## src/rtl/scp_pkg.sv

```systemverilog
package scp_pkg;
    localparam logic [7:0] KEY_OPEN    = 8'h55;
    localparam logic [7:0] KEY_CLOSE   = 8'hAA;
    localparam logic [7:0] IDX_LDSEL   = 8'h07;
    localparam logic [7:0] IDX_DEVID   = 8'h20;
    localparam logic [7:0] IDX_REV     = 8'h21;
    localparam logic [7:0] IDX_ACT     = 8'h30;
    localparam logic [7:0] IDX_BASE_HI = 8'h60;
    localparam logic [7:0] IDX_BASE_LO = 8'h61;
    localparam logic [7:0] RD_IDLE     = 8'hFF;

    typedef struct packed {
        logic        open;
        logic [7:0]  idx;
    } key_state_t;

    typedef struct packed {
        logic        active;
        logic [15:0] base;
    } ldev_regs_t;

    typedef struct packed {
        logic [7:0]  ldn;
        logic [7:0]  rdata;
    } port_state_t;
endpackage

```

## src/rtl/scp_unlock.sv

```systemverilog
module scp_unlock
    import scp_pkg::*;
(
    input  logic       clk,
    input  logic       rst_n,
    input  logic       idx_wr,
    input  logic [7:0] wdata,
    output logic       unlocked,
    output logic [7:0] index
);
    key_state_t st_d, st_q;

    always_comb begin
        st_d = st_q;
        if (idx_wr) begin
            if (!st_q.open) begin
                if (wdata == KEY_OPEN) st_d.open = 1'b1;
            end else if (wdata == KEY_CLOSE) begin
                st_d.open = 1'b0;
            end else begin
                st_d.idx = wdata;
            end
        end
    end

    always_ff @(posedge clk or negedge rst_n) begin
        if (!rst_n) st_q <= '0;
        else        st_q <= st_d;
    end

    assign unlocked = st_q.open;
    assign index    = st_q.idx;
endmodule

```

## src/rtl/scp_ldev_bank.sv

```systemverilog
module scp_ldev_bank
    import scp_pkg::*;
#(
    parameter int          NUM_LDEV     = 12,
    parameter int          MBX_LDEV     = 9,
    parameter logic [15:0] MBX_RST_BASE = 16'h0A00
) (
    input  logic        clk,
    input  logic        rst_n,
    input  logic        wr_en,
    input  logic [7:0]  sel,
    input  logic [7:0]  reg_idx,
    input  logic [7:0]  wdata,
    output logic [7:0]  rd_val,
    output logic [15:0] mbx_base,
    output logic        mbx_active
);
    ldev_regs_t regs [NUM_LDEV];

    for (genvar g = 0; g < NUM_LDEV; g++) begin : g_dev
        localparam logic [15:0] RST_BASE = (g == MBX_LDEV) ? MBX_RST_BASE : 16'h0000;
        ldev_regs_t r_d, r_q;

        always_comb begin
            r_d = r_q;
            if (wr_en && sel == 8'(g)) begin
                case (reg_idx)
                    IDX_ACT:     r_d.active     = wdata[0];
                    IDX_BASE_HI: r_d.base[15:8] = wdata;
                    IDX_BASE_LO: r_d.base[7:0]  = wdata;
                    default: ;
                endcase
            end
        end

        always_ff @(posedge clk or negedge rst_n) begin
            if (!rst_n) r_q <= '{active: 1'b0, base: RST_BASE};
            else        r_q <= r_d;
        end

        assign regs[g] = r_q;
    end

    always_comb begin
        rd_val = 8'h00;
        for (int i = 0; i < NUM_LDEV; i++) begin
            if (sel == 8'(i)) begin
                case (reg_idx)
                    IDX_ACT:     rd_val = {7'b0, regs[i].active};
                    IDX_BASE_HI: rd_val = regs[i].base[15:8];
                    IDX_BASE_LO: rd_val = regs[i].base[7:0];
                    default:     rd_val = 8'h00;
                endcase
            end
        end
    end

    assign mbx_base   = regs[MBX_LDEV].base;
    assign mbx_active = regs[MBX_LDEV].active;
endmodule

```

## src/rtl/scp_cfg_port.sv

```systemverilog
module scp_cfg_port
    import scp_pkg::*;
#(
    parameter logic [15:0] BASE_ADDR    = 16'h002E,
    parameter logic [7:0]  DEVICE_ID    = 8'h5A,
    parameter logic [7:0]  REVISION     = 8'h03,
    parameter int          NUM_LDEV     = 12,
    parameter int          MBX_LDEV     = 9,
    parameter logic [15:0] MBX_RST_BASE = 16'h0A00
) (
    input  logic        clk,
    input  logic        rst_n,
    input  logic [15:0] io_addr,
    input  logic        io_wr,
    input  logic        io_rd,
    input  logic [7:0]  io_wdata,
    output logic [7:0]  io_rdata,
    output logic [15:0] mbx_base,
    output logic [15:0] mbx_data_addr,
    output logic        mbx_active
);
    localparam logic [15:0] DATA_ADDR = BASE_ADDR + 16'd1;

    logic        hit_idx, hit_dat;
    logic        cfg_open;
    logic [7:0]  cfg_idx;
    logic [7:0]  bank_rd;
    logic        bank_wr;
    logic [7:0]  rd_mux;
    port_state_t ps_d, ps_q;

    assign hit_idx = (io_addr == BASE_ADDR);
    assign hit_dat = (io_addr == DATA_ADDR);
    assign bank_wr = io_wr && hit_dat && cfg_open;

    scp_unlock u_unlock (
        .clk      (clk),
        .rst_n    (rst_n),
        .idx_wr   (io_wr && hit_idx),
        .wdata    (io_wdata),
        .unlocked (cfg_open),
        .index    (cfg_idx)
    );

    scp_ldev_bank #(
        .NUM_LDEV     (NUM_LDEV),
        .MBX_LDEV     (MBX_LDEV),
        .MBX_RST_BASE (MBX_RST_BASE)
    ) u_bank (
        .clk        (clk),
        .rst_n      (rst_n),
        .wr_en      (bank_wr),
        .sel        (ps_q.ldn),
        .reg_idx    (cfg_idx),
        .wdata      (io_wdata),
        .rd_val     (bank_rd),
        .mbx_base   (mbx_base),
        .mbx_active (mbx_active)
    );

    always_comb begin
        rd_mux = RD_IDLE;
        if (hit_idx) begin
            rd_mux = cfg_open ? cfg_idx : RD_IDLE;
        end else if (hit_dat && cfg_open) begin
            case (cfg_idx)
                IDX_LDSEL: rd_mux = ps_q.ldn;
                IDX_DEVID: rd_mux = DEVICE_ID;
                IDX_REV:   rd_mux = REVISION;
                default:   rd_mux = bank_rd;
            endcase
        end
    end

    always_comb begin
        ps_d = ps_q;
        if (bank_wr && cfg_idx == IDX_LDSEL) ps_d.ldn = io_wdata;
        if (io_rd) ps_d.rdata = rd_mux;
    end

    always_ff @(posedge clk or negedge rst_n) begin
        if (!rst_n) ps_q <= '{ldn: 8'h00, rdata: RD_IDLE};
        else        ps_q <= ps_d;
    end

    assign io_rdata      = ps_q.rdata;
    assign mbx_data_addr = mbx_base + 16'd1;
endmodule

```

## config.mk

```make
export PLATFORM = sky130hd
export DESIGN_NAME = scp_cfg_port
export DESIGN_NICKNAME = d
export VERILOG_FILES = /design/src/rtl/scp_pkg.sv /design/src/rtl/scp_unlock.sv /design/src/rtl/scp_ldev_bank.sv /design/src/rtl/scp_cfg_port.sv
export SDC_FILE = /design/constraint.sdc
export NUM_CORES = 1
export LEC_CHECK = 0
export BUFFER_PORTS_ARGS = -buffer_cell sky130_fd_sc_hd__buf_2
export CORE_MARGIN = 4
export CORE_UTILIZATION = 61
export CTS_CLUSTER_DIAMETER = 100
export DETAILED_ROUTE_END_ITERATION = 6
export HOLD_SLACK_MARGIN = 0.08
export PLACE_DENSITY_LB_ADDON = 0.12
export SLEW_MARGIN = 40
export SYNTH_ARGS = -nofsm -noshare
export SYNTH_HDL_FRONTEND = slang
export SYNTH_SLANG_ARGS = --single-unit
export TNS_END_PERCENT = 20
```

## constraint.sdc

```tcl
create_clock -name clk -period 3.45 [get_ports clk]
set_input_delay 0.1725 -clock clk [delete_from_list [all_inputs] [get_ports clk]]
set_output_delay 0.1725 -clock clk [all_outputs]
set_load 0.05 [all_outputs]
```

==> results.json, run 1 <==
{
  "hp-class": "in2async",
  "ff2ff_setup_slack_ns": 0.005,
  "initial_core_util": 0.622,
  "numCtsBuffers": 24,
  "hold_ws_ns": 0.108,
  "utilization": 0.701,
  "worstSetupStartpointType": "register",
  "outcome": "complete, no violations",
  "ioPinCount": 69,
  "period_needed_ns": 3.45,
  "synthArstFlopShare": 1.00,
  "cts_buffer_depth": 3,
  "synth-edff-count": 0,
  "p_total_mw": 5.55,
  "dpl_cell_area_sq_um": 12200,
  "clk_pin_slew_worst_paths_ns": 0.06,
  "postLayoutCellArea_sq_um": 13100,
  "cts_max_level": 1,
  "dieArea_sq_um": 21300,
  "grt_max_degree": 107,
  "nFillCells": 1321,
  "fmax_ghz": 0.290,
  "wl_met2_microns": 15900,
  "synth_most_common_cell": "dfrtp_1",
  "grt_pass1_wl_microns": 53400,
  "die_w_microns": 146,
  "postRouteAntennaNets": 0,
  "clock_skew_ns": 0.0208,
  "path_max_fanout": 21,
  "vias": 8720,
  "worst_pin_slew_ns": 0.993,
  "ir_worst_vdd_v": 0.000436,
  "drt-met1-wl_microns": 14700,
  "antennaDiodeCount": 0,
  "tritoncts": "yes",
  "synth_top_area_frac": 0.471,
  "yosys_warnings": 0,
  "io_buffers": 68,
  "clk_latency_ns": 0.54,
  "p_per_area_nw_per_um2": 423,
  "leakage_nw": 6.19,
  "clock_sinks": 229,
  "critPathCaptureType": "register",
  "grt-ovfl-total": 0,
  "cp_slowest_cell": "nor4_1",
  "finalCritPeriodShare": 0.999,
  "setup_viol": 0,
  "area_growth_pct": 12.7,
  "finalWirelength_microns": 34000,
  "fp.coreArea_sq_um": 18700,
  "final-max-slew-violation-count": 0,
  "synth_area_sq_um": 11600,
  "cts_resized": 0,
  "antenna_found_initial": 0,
  "critPathMaxStageDelay_ns": 0.85,
  "grt_pass1_vias": 8851,
  "ys_types": 62,
  "avgViaCountPerCell": 7.06,
  "rows": 50,
  "dp_hpwl_microns": 22900,
  "synth_seq_cells": 229,
  "ys_seq_area_frac": 0.494,
  "drtPass1Iterations": 5,
  "yosys-top-cells-count": "dfrtp_1, mux2_2, clkbuf_1, nand3_1, a22oi_1",
  "synthCells": 941,
  "critPathRequiredTime_ns": 3.90,
  "yosys.area.top_type": "dfrtp_1",
  "post_drt_wl_per_cell_microns": 27.5,
  "gp_congestion": 0.954,
  "crit_buf_inv": 0,
  "cap_viol_max_count": 0,
  "gr-usage-all-layers": 0.315,
  "r2r_cells": 6,
  "rsz0062_at_grt": "no",
  "path_class": "reg2reg",
  "hold_viol_final": 0,
  "crit_chain": "nor4_2 > and2_2 > a221oi_1 > nor4_1 > a2111oi_0 > o22ai_1",
  "pre_cts_slack_ns": 0.237,
  "synth_area_leaders": "dfrtp_1, mux2_2, a22oi_1, dfstp_2, nand3_1",
  "drive_above_1_share": 0.410,
  "crit_family": "simple AND/OR/NAND/NOR gates",
  "slew_headroom": 0.332,
  "setup_slack_ns": 0.00483,
  "wl_met3_microns": 2400,
  "dieHeight_microns": 146,
  "num-nets-final": 1013,
  "synth_flop_cell": "dfrtp_1",
  "syn_nets": 970,
  "worstPathArrival_ns": 3.89,
  "cts_root_buf": "clkbuf_16",
  "drt_first_iter_violations": 896,
  "synth_area_per_cell_sq_um": 12.4,
  "drc": 0,
  "top_layer_used": "met4",
  "cp.depth": 6
}
[cell type report]
cell class,count,area [sq um],share of cell area
clock inverters,7,135,0.0103
repair buffers,109,713,0.0544
multi-input cells,609,5510,0.420
flip-flops and latches,229,5740,0.438
clock buffers,36,676,0.0515
inverters,11,41.3,0.00315
well taps,234,293,0.0223
[registers in the layout (all words and copies together), names as in the netlist]
signal             cells
u_unlock.unlocked      1
ps_q                   8
u_bank.g_dev.r_q     187
io_rdata               8
u_unlock.index         8
u_bank.mbx_active      1
u_bank.mbx_base       16
[report_power, final]
part           internal (mW)  leakage [nW]  switching, mW
registers               2.70          3.17        0.00476
logic                 0.0392          2.63          0.154
clock network           1.58         0.393           1.07
[cell usage in the layout, fill, tap and decap left out, types with 8 or more instances in the layout]
| cell | synthesis | final |
|---|---|---|
| nand2_1 | 20 | 20 |
| o221ai_1 | 8 | 8 |
| nand3_1 | 48 | 48 |
| mux2_4 | 8 | 8 |
| dfstp_2 | 10 | 10 |
| a2111o_1 | 8 | 8 |
| dfrtp_1 | 219 | 219 |
| nor2b_1 | 8 | 8 |
| o22ai_1 | 15 | 15 |
| clkbuf_1 | 62 | 9 |
| nor4_1 | 14 | 13 |
| xnor2_1 | 9 | 9 |
| a221oi_1 | 25 | 25 |
| nor2_1 | 12 | 12 |
| nor3_4 | 11 | 11 |
| mux2_2 | 213 | 213 |
| buf_2 | 6 | 67 |
| a22oi_1 | 36 | 36 |
| a211oi_1 | 21 | 21 |
| clkbuf_16 | 0 | 24 |
| inv_1 | 11 | 11 |
| buf_4 | 8 | 34 |
| nor4_4 | 11 | 11 |
| nand4_1 | 33 | 33 |
| nor3_1 | 9 | 8 |
| o21ai_0 | 10 | 10 |
| a22o_1 | 10 | 10 |
[worst reg2reg max path: stages, from the launching register on]
cell and delay, ns:
dfrtp_1 0.51, nor4_2 0.74, and2_2 0.57, a221oi_1 0.21
nor4_1 0.85, a2111oi_0 0.31, o22ai_1 0.19
[through the flow]
step                setup TNS [ns]  std cells
global route                     0       1235
floorplan                        0        941
global placement           -0.0800       1187
finish                           0       1235
detailed placement               0       1187
CTS                              0       1234
[logic make-up (layout without fill, tap and decap cells)]
logic type	after synthesis	after routing	synth area share
muxes	222	222	0.217
AOI/OAI and AO/OA	161	161	0.109
DFF	229	229	0.494
buffers and inverters	103	163	0.0371
xor gates and xnor gates	14	14	0.0105
adders and majority gates	1	1	0.00108
and+or+nand+nor	211	211	0.131
[worst paths after layout]
kind                                   startpoint                 to
worst min register to register        io_rdata[1]        io_rdata[1]
worst min-delay path                        rst_n  u_unlock.index[1]
max in group asynchronous                   rst_n        io_rdata[7]
worst max-delay path            u_unlock.index[1]        io_rdata[6]
worst max register to register  u_unlock.index[1]        io_rdata[6]
min in group clk                            io_wr  u_unlock.unlocked
[what timing repair did]
item,in CTS,in global routing
buffers inserted,0,0
hold buffers,4,0
hold endpoints to repair,108,0
endpoints found under the setup margin,0,0
[metal layers]
layer,global-route usage,vias up
met5,0,-
met4,0.0983,0
met3,0.0422,68
met2,0.493,389
met1,0.464,4565
li1,-,3698
No activity file was read; power rests on OpenSTA's default activity.
==> inputs of run 2 (changes only) <==
==> constraint.sdc (replaced) <==
create_clock -name clk -period 3.7 [get_ports clk]
set_input_delay 0.185 -clock clk [delete_from_list [all_inputs] [get_ports clk]]
set_output_delay 0.185 -clock clk [all_outputs]
set_load 0.05 [all_outputs]
==> run 2 against run 1 <==
- non-clock buffer count down 4
- final area grew 0.38%
- count of clock-buffer cells in the layout up 2
- utilization rose by 0.27 points
- maximum frequency rose by 2.6%
- register-to-register slack improved by 0.34 ns
- setup slack better by 0.34 ns
- via count hardly changed
- global-route usage shrank 0.42 points
- critical path type unchanged
- first-iteration DRC count down 3.5%
==> results.json, run 2 (synthesis results as in run 1) <==
{
  "finalWirelength_microns": 33200,
  "clock_skew_ns": 0.00840,
  "slew_headroom": 0.423,
  "grt_pass1_vias": 8985,
  "gr-usage-all-layers": 0.311,
  "dieHeight_microns": 146,
  "numCtsBuffers": 25,
  "avgViaCountPerCell": 7.07,
  "cts_resized": 0,
  "drc": 0,
  "period_needed_ns": 3.36,
  "postRouteAntennaNets": 0,
  "worst_pin_slew_ns": 0.864,
  "largest_reg_flops": 187,
  "use_met1": 0.423,
  "drive_above_1_share": 0.412,
  "vias": 8715,
  "hold_viol_final": 0,
  "cts_buffer_depth": 3,
  "initial_core_util": 0.622,
  "p_per_area_nw_per_um2": 415,
  "worstSetupStartpointType": "register",
  "clk_pin_slew_worst_paths_ns": 0.06,
  "leakage_nw": 6.21,
  "cap_viol_max_count": 0,
  "area_growth_pct": 13.2,
  "final_cell_mix": "dfrtp_1, mux2_2, buf_2",
  "grt-busiest-layer": "met2",
  "crit_buf_inv": 3,
  "die_w_microns": 146,
  "hold_ws_ns": 0.128,
  "cpMostUsedCell": "buf_4",
  "clk_latency_ns": 0.53,
  "critPathMaxStageDelay_ns": 0.58,
  "grt_util_met3": 0.0661,
  "final-max-slew-violation-count": 0,
  "fmax_ghz": 0.298,
  "finalCritPeriodShare": 0.908,
  "grt_use_met2": 0.487,
  "ir_worst_vdd_v": 0.000308,
  "final.setup.tns_ns": 0,
  "grt_pass1_wl_microns": 52900,
  "drtPass1Iterations": 5,
  "hp-class": "in2reg",
  "clock_sinks": 229,
  "cp_slowest_cell": "and2_2",
  "rsz0062_at_grt": "no",
  "grt_max_degree": 99,
  "num-nets-final": 1010,
  "drt_first_iter_violations": 865,
  "crit_family": "compound AO/OA/AOI/OAI gates",
  "cts_root_buf": "clkbuf_16",
  "fp.coreArea_sq_um": 18700,
  "dieArea_sq_um": 21300,
  "rows": 50,
  "regMostFlops": "u_bank.g_dev.r_q",
  "worstPathArrival_ns": 3.81,
  "outcome": "complete, no violations",
  "postLayoutCellArea_sq_um": 13200,
  "io_buffers": 68,
  "grt-ovfl-total": 0,
  "critPathCaptureType": "register",
  "post_drt_wl_per_cell_microns": 26.9,
  "antennaDiodeCount": 0,
  "path_class": "reg2reg",
  "cts_max_level": 1,
  "nFillCells": 1302,
  "gp_congestion": 0.983,
  "critPathRequiredTime_ns": 4.15,
  "tritoncts": "yes",
  "ioPinCount": 69,
  "crit_chain": "nor4bb_4 > buf_4 > and2_2 > buf_4 > a22oi_1 > o221ai_1 > a2111oi_0 > buf_4 > o22ai_1",
  "antenna_found_initial": 0,
  "layout_commonest_cell": "dfrtp_1",
  "dpl_cell_area_sq_um": 12200,
  "setup_viol": 0,
  "dp_hpwl_microns": 22000,
  "path_max_fanout": 31
}
-- run 2: cell type report --
cell class | count | area [sq um] | share of cell area
flip-flops and latches | 229 | 5740 | 0.436
multi-input cells | 609 | 5510 | 0.418
well taps | 234 | 293 | 0.0222
clock inverters | 7 | 166 | 0.0126
inverters | 11 | 41.3 | 0.00314
clock buffers | 38 | 764 | 0.0581
repair buffers | 105 | 651 | 0.0494
-- run 2: power breakdown --
group | switching [mW] | internal (mW) | leakage, nW
Clock | 1.00 | 1.77 | 0.453
Combinational | 0.142 | 0.0328 | 2.59
Sequential | 0.00474 | 2.52 | 3.17
Total | 1.15 | 4.31 | 6.21
-- run 2: final timing paths --
path,start,endpoint,slack (ns),cells after the start
max,u_unlock.index[4],io_rdata[3],0.34,9
min,io_wdata[2],u_unlock.index[2],0.13,2
max reg2reg,u_unlock.index[4],io_rdata[3],0.34,9
min reg2reg,io_rdata[5],io_rdata[5],0.47,2
max in group asynchronous,rst_n,u_bank.g_dev[7].r_q[5],2.39,3
min in group asynchronous,rst_n,ps_q[15],0.24,2
-- run 2: metal layers --
| layer | share of wire | routed length, microns |
|---|---|---|
| met5 | 0 | 0 |
| met4 | 0.048 | 1600 |
| met3 | 0.080 | 2650 |
| met2 | 0.47 | 15500 |
| met1 | 0.41 | 13500 |
-- run 2: through the flow --
step	util	worst slack [ns]	instances	power (mW)
final	0.704	0.341	1233	5.46
after global routing	0.704	0.170	1233	5.60
after CTS	0.703	0.444	1232	5.48
after detailed placement	0.651	0.454	1183	2.74
after global placement	0.651	0.387	1183	2.73
after floorplan	-	1.02	941	2.64
-- run 2: repair_timing --
action                                 CTS  global route
endpoints found under the hold margin   95             0
buffers inserted                         0             0
hold buffers                             4             0
